`src/rtl/adc_rd_pkg.sv`:
```
package adc_rd_pkg;
    typedef enum logic [2:0] {
        ST_IDLE  = 3'd0,
        ST_CONV  = 3'd1,
        ST_WAIT  = 3'd2,
        ST_RD_LO = 3'd3,
        ST_RD_HI = 3'd4,
        ST_DONE  = 3'd5
    } rd_state_e;
endpackage

```
`src/rtl/adc_rd_sync.sv`:
```
module adc_rd_sync #(
    parameter int WIDTH = 2
) (
    input  logic             clk,
    input  logic             rst_n,
    input  logic [WIDTH-1:0] d,
    output logic [WIDTH-1:0] q
);
    generate
        for (genvar g = 0; g < WIDTH; g++) begin : g_bit
            logic meta;
            logic stab;
            always_ff @(posedge clk or negedge rst_n) begin
                if (!rst_n) begin
                    meta <= 1'b0;
                    stab <= 1'b0;
                end else begin
                    meta <= d[g];
                    stab <= meta;
                end
            end
            assign q[g] = stab;
        end
    endgenerate
endmodule

```
`src/rtl/adc_rd_bank.sv`:
```
module adc_rd_bank #(
    parameter int NCH   = 8,
    parameter int DW    = 16,
    parameter int IDX_W = 3
) (
    input  logic             clk,
    input  logic             rst_n,
    input  logic             we,
    input  logic [IDX_W-1:0] widx,
    input  logic [DW-1:0]    wdata,
    input  logic [IDX_W-1:0] raddr,
    output logic [DW-1:0]    rdata
);
    logic [DW-1:0] slot [NCH];

    always_ff @(posedge clk or negedge rst_n) begin
        if (!rst_n) begin
            for (int i = 0; i < NCH; i++) slot[i] <= '0;
        end else if (we) begin
            for (int i = 0; i < NCH; i++) begin
                if (widx == IDX_W'(i)) slot[i] <= wdata;
            end
        end
    end

    always_comb begin
        rdata = '0;
        for (int i = 0; i < NCH; i++) begin
            if (raddr == IDX_W'(i)) rdata = slot[i];
        end
    end
endmodule

```
`src/rtl/adc_frame_reader.sv`:
```
module adc_frame_reader
    import adc_rd_pkg::*;
#(
    parameter int NCH = 8,
    parameter int DW  = 16,
    parameter int CW  = 8,
    parameter int TW  = 16,
    localparam int IDX_W = (NCH > 1) ? $clog2(NCH) : 1
) (
    input  logic             clk,
    input  logic             rst_n,
    input  logic             start,
    input  logic [CW-1:0]    cfg_conv_w,
    input  logic [CW-1:0]    cfg_rd_lo,
    input  logic [CW-1:0]    cfg_rd_hi,
    input  logic [CW-1:0]    cfg_samp,
    input  logic [TW-1:0]    cfg_timeout,
    input  logic             adc_busy,
    input  logic             adc_frst,
    input  logic [DW-1:0]    adc_db,
    input  logic [IDX_W-1:0] rd_addr,
    output logic             adc_convst,
    output logic             adc_cs_rd_n,
    output logic [DW-1:0]    rd_data,
    output logic             done,
    output logic             timeout_err,
    output logic             align_err
);
    localparam logic [IDX_W-1:0] LAST_CH = IDX_W'(NCH - 1);

    rd_state_e        st, st_nx;
    logic [CW-1:0]    cnt;
    logic [TW-1:0]    tmr;
    logic [IDX_W-1:0] ch;
    logic             seen_hi;
    logic             busy_s, frst_s;
    logic [CW-1:0]    w_sel;
    logic [CW:0]      cnt_p1;
    logic             phase_end, tmo, samp_now, last_ch;

    adc_rd_sync #(.WIDTH(2)) u_sync (
        .clk   (clk),
        .rst_n (rst_n),
        .d     ({adc_frst, adc_busy}),
        .q     ({frst_s, busy_s})
    );

    adc_rd_bank #(.NCH(NCH), .DW(DW), .IDX_W(IDX_W)) u_bank (
        .clk   (clk),
        .rst_n (rst_n),
        .we    (samp_now),
        .widx  (ch),
        .wdata (adc_db),
        .raddr (rd_addr),
        .rdata (rd_data)
    );

    // width of the phase the current state is timing
    always_comb begin
        unique case (st)
            ST_CONV:  w_sel = cfg_conv_w;
            ST_RD_LO: w_sel = cfg_rd_lo;
            ST_RD_HI: w_sel = cfg_rd_hi;
            default:  w_sel = CW'(1);
        endcase
    end

    assign cnt_p1    = {1'b0, cnt} + (CW+1)'(1);
    assign phase_end = (cnt_p1 >= {1'b0, w_sel});
    assign tmo       = (tmr >= cfg_timeout);
    assign samp_now  = (st == ST_RD_LO) && (cnt == cfg_samp);
    assign last_ch   = (ch == LAST_CH);

    always_comb begin
        st_nx = st;
        unique case (st)
            ST_IDLE:  if (start) st_nx = ST_CONV;
            ST_CONV:  if (phase_end) st_nx = ST_WAIT;
            ST_WAIT: begin
                if (tmo)                     st_nx = ST_IDLE;
                else if (seen_hi && !busy_s) st_nx = ST_RD_LO;
            end
            ST_RD_LO: if (phase_end) st_nx = last_ch ? ST_DONE : ST_RD_HI;
            ST_RD_HI: if (phase_end) st_nx = ST_RD_LO;
            ST_DONE:  st_nx = ST_IDLE;
            default:  st_nx = ST_IDLE;
        endcase
    end

    // state register and its counters
    always_ff @(posedge clk or negedge rst_n) begin
        if (!rst_n) begin
            st      <= ST_IDLE;
            cnt     <= '0;
            tmr     <= '0;
            ch      <= '0;
            seen_hi <= 1'b0;
        end else begin
            st  <= st_nx;
            cnt <= (st_nx != st) ? '0 : cnt + CW'(1);
            tmr <= (st == ST_IDLE) ? '0 : tmr + TW'(1);
            if (st == ST_IDLE)
                ch <= '0;
            else if (st == ST_RD_LO && phase_end && !last_ch)
                ch <= ch + IDX_W'(1);
            if (st == ST_IDLE)
                seen_hi <= 1'b0;
            else if (busy_s)
                seen_hi <= 1'b1;
        end
    end

    // registered outputs, aligned with the state they belong to
    always_ff @(posedge clk or negedge rst_n) begin
        if (!rst_n) begin
            adc_convst  <= 1'b0;
            adc_cs_rd_n <= 1'b1;
            done        <= 1'b0;
            timeout_err <= 1'b0;
            align_err   <= 1'b0;
        end else begin
            adc_convst  <= (st_nx == ST_CONV);
            adc_cs_rd_n <= (st_nx != ST_RD_LO);
            done        <= (st_nx == ST_DONE);
            timeout_err <= (st == ST_WAIT) && tmo;
            align_err   <= samp_now && (frst_s != (ch == '0));
        end
    end
endmodule

```
`config.mk`:
```
export PLATFORM = sky130hd
export DESIGN_NAME = adc_frame_reader
export DESIGN_NICKNAME = d
export VERILOG_FILES = /design/src/rtl/adc_rd_pkg.sv /design/src/rtl/adc_rd_sync.sv /design/src/rtl/adc_rd_bank.sv /design/src/rtl/adc_frame_reader.sv
export SDC_FILE = /design/constraint.sdc
export NUM_CORES = 1
export LEC_CHECK = 0
export BUFFER_PORTS_ARGS = -buffer_cell sky130_fd_sc_hd__buf_4
export CAP_MARGIN = 30
export CORE_UTILIZATION = 54
export DETAILED_ROUTE_END_ITERATION = 10
export PLACE_DENSITY = 0.74
export SLEW_MARGIN = 5
export SYNTH_ARGS = -nofsm -noshare
export SYNTH_HDL_FRONTEND = slang
export SYNTH_HIERARCHICAL = 1
export SYNTH_SLANG_ARGS = --single-unit
```
`constraint.sdc`:
```
create_clock -name clk -period 5 [get_ports clk]
set_clock_uncertainty 0.05 [all_clocks]
set_input_delay 0.5 -clock clk [delete_from_list [all_inputs] [get_ports clk]]
set_output_delay 0.5 -clock clk [all_outputs]
set_load 0.02 [all_outputs]
```
==> impl_results.md <==
- Leak Pwr: 5.184 nW
- Minimum clock period: 3.475 ns
- Required time worst endpoint: 5.25 ns
- Period utilization: 0.6950
- Grt ovf: 0
- Fillers: 1,209
- Peak supply drop: 0.0002772 V
- Non-filler cells, final: 1,068
- CP arrival: 3.73 ns
- Clock-pin slew of the registers on the worst-case setup and hold paths: 0.06 ns
- Crit end category: flop
- CTS buffer count: 17
- Final setup TNS: 0 ns
- Vias per inst: 5.760
- Die width: 129.8 um
- Synthesis-to-layout area growth: 16.84%
- Slew HR: 0.3420
- Layout cell share with drive strength beyond 1: 0.3451
- Core Area: 0.01594 mm^2
- Antenna-violating nets left: 0
- Max frequency: 0.2878 GHz
- RSZ-0062 raised after global routing: no
- WL/cell: 18.30 um
- Fin. Hold Viols: 0
- Post-Synthesis Cells: 760
- Post-synthesis sequential area ratio: 0.4765
- Global-route met3 utilization: 0.04551
- Pre-antenna DRT Iters: 5
- Post-synth EDFFs: 0
- Antenna violations before repair: 0
- Netlist cell types: 57
- Rows: 46
- Worst-Skew Late Latency: 0.43 ns
- Post-Syn Area per Cell: 11.61 um^2
- Post-synth top cells: dfrtp_1, mux2_2, nand2_1, nor2_1, mux2i_1
- Setup-failing EPs final: 0
- Main synth FF type: dfrtp_1
- Run status: completed
- Vias in the first global route: 6,446
- GRT Max-Usage Layer: met2
- Syn_nets: 861
- # Max-Cap Violations: 0
- Hold path start: adc_busy
- Hold WS: 0.1228 ns
- CTS tree: built
- Startpoint types: flop
- CP Max Fanout: 23
- Maximum clock path buffer count: 2
- Met2 Track Usage GR: 0.4332
- Leading cell type by number of instances after synthesis: dfrtp_1
- Ranking of synthesized cells by area: dfrtp_1, mux2_2, mux2i_1
- Setup crit start: st[1]$_DFF_PN0_
- Total GRT Usage: 0.2478
- CTS Sinks: 168
- DRT iter0 DRCs: 391
- Top cell type's share of synthesized area: 0.4735
- Nets: 940
- Initial core utilization: 0.5536
- First-pass GRT wire length: 31,940 um
- Hold Path Class: input pin to flop
- Power Density: 365.2 mW/mm^2
- Slew @ Worst Pin: 0.9859 ns
- Seq cells post-synth: 168
- DR vias: 6,152
- Die area: 0.01686 mm^2
- Crit path kind: flop to flop
- Io pins: 93
- Setup repair bufs after CTS: 0
- Inst Count DP: 1,033
- Pin count of the biggest net entering global routing: 72
- Met1 Use GR: 0.3023
- Max-slew violation count: 0
- I/O Buffers: 92
- Reg2Reg Launch Point: st[1]$_DFF_PN0_
- Warnings from Yosys: 6
- RePlAce Congestion: 0.7767
- CTS HTree Levels: 4
- Chip height: 129.8 um
- Syn Std Cell Area: 0.008826 mm^2
- DP Wirelength: 12,600 um
- Post-Route WL: 19,550 um
- Area leader, netlist: dfrtp_1
- Antenna cell count: 0
- DRC violations left: 0
- Asr flop ratio synth: 1.000
- Root Driver: clkbuf_16
==> critical path, stage by stage (launching register included) <==
cell	delay, ns
dfrtp_1	0.88
nand3b_1	0.31
nor3_1	0.56
clkbuf_2	0.27
nand4_2	0.69
mux2_2	0.56
==> layout by cell type (no fill, tap or decap), types with 11 or more instances in the layout <==
cell,synthesis,layout
mux2i_1,44,44
o31a_1,14,14
dfrtp_1,167,167
a22oi_1,14,14
or2_2,15,15
nand3_1,11,11
xor2_1,17,17
xnor2_1,12,12
nand2_1,49,49
a221oi_1,14,14
nor2_1,49,49
clkbuf_16,0,17
a21oi_1,41,41
o21ai_0,11,11
buf_4,9,98
inv_1,28,28
mux2_2,128,128
ha_1,29,29
==> flip-flops by register name (all words and copies together), names as in the netlist <==
name,cells
timeout_err,1
u_bank/slot,128
seen_hi,1
cnt,8
ch,3
u_sync/g_bit.stab,2
u_sync/g_bit.meta,2
adc_cs_rd_n,1
st,3
align_err,1
done,1
adc_convst,1
tmr,16
==> routing by layer <==
metal | wire, um | vias up | part of all wire
li1 | - | 2876 | -
met2 | 9899 | 134 | 0.51
met5 | 0 | - | 0
met4 | 439 | 0 | 0.022
met1 | 8566 | 3102 | 0.44
met3 | 640 | 40 | 0.033
==> logic make-up (layout without fill, tap and decap cells) <==
| logic type | after synthesis | count (layout) | share of synthesized area |
|---|---|---|---|
| compound gates | 113 | 113 | 0.08860 |
| xor+xnor | 29 | 29 | 0.02878 |
| fa+ha+maj | 29 | 29 | 0.04111 |
| buf+inv | 72 | 164 | 0.04309 |
| flops | 168 | 168 | 0.4765 |
| mux | 175 | 175 | 0.2170 |
| simple gates | 174 | 174 | 0.1049 |
==> final cells by class <==
cell class                 instances  area, um^2  share of cell area
sequential                       168        4205              0.4078
clock inverter                    14       219.0             0.02123
timing repair buffer             104       828.3             0.08032
multi-input combinational        520        4245              0.4117
tap                              216       270.3             0.02621
inverter                          28       105.1             0.01019
clock buffer                      18       439.2             0.04259
==> power by group <==
group	switching, mW	internal [mW]	total (mW)
clock	0.553	0.906	1.46
sequential	0.125	1.45	1.57
combinational	0.391	0.341	0.732
total	1.07	2.70	3.77
==> final timing paths <==
path                       depth (start not counted)                             end  slack [ns]
min in group asynchronous                          2      u_bank/slot[8]$_DFFE_PN0P_        0.54
hold / removal                                     1  u_sync/g_bit[0].meta$_DFF_PN0_        0.12
max in group asynchronous                          3     u_bank/slot[50]$_DFFE_PN0P_        3.08
setup reg to reg                                   5      u_bank/slot[7]$_DFFE_PN0P_        1.52
hold reg to reg                                    0  u_sync/g_bit[0].stab$_DFF_PN0_        0.31
setup / recovery                                   5      u_bank/slot[7]$_DFFE_PN0P_        1.52
==> repair_timing <==
item	in CTS	in global routing
gates resized for setup	0	0
hold endpoints to repair	54	0
hold buffers	1	0
endpoints found under the setup margin	0	0
==> metrics by stage <==
step / util / setup WS (ns) / power [mW] / cell area [um^2]
floorplan: - / 1.836 / 2.098 / 8826
global placement: 0.6000 / 1.386 / 2.286 / 9565
detailed placement: 0.6039 / 1.310 / 2.331 / 9628
CTS: 0.6458 / 1.274 / 3.796 / 10300
global route: 0.6468 / 1.274 / 3.964 / 10310
finish: 0.6468 / 1.525 / 3.766 / 10310
(Power assumes the default switching activity.)
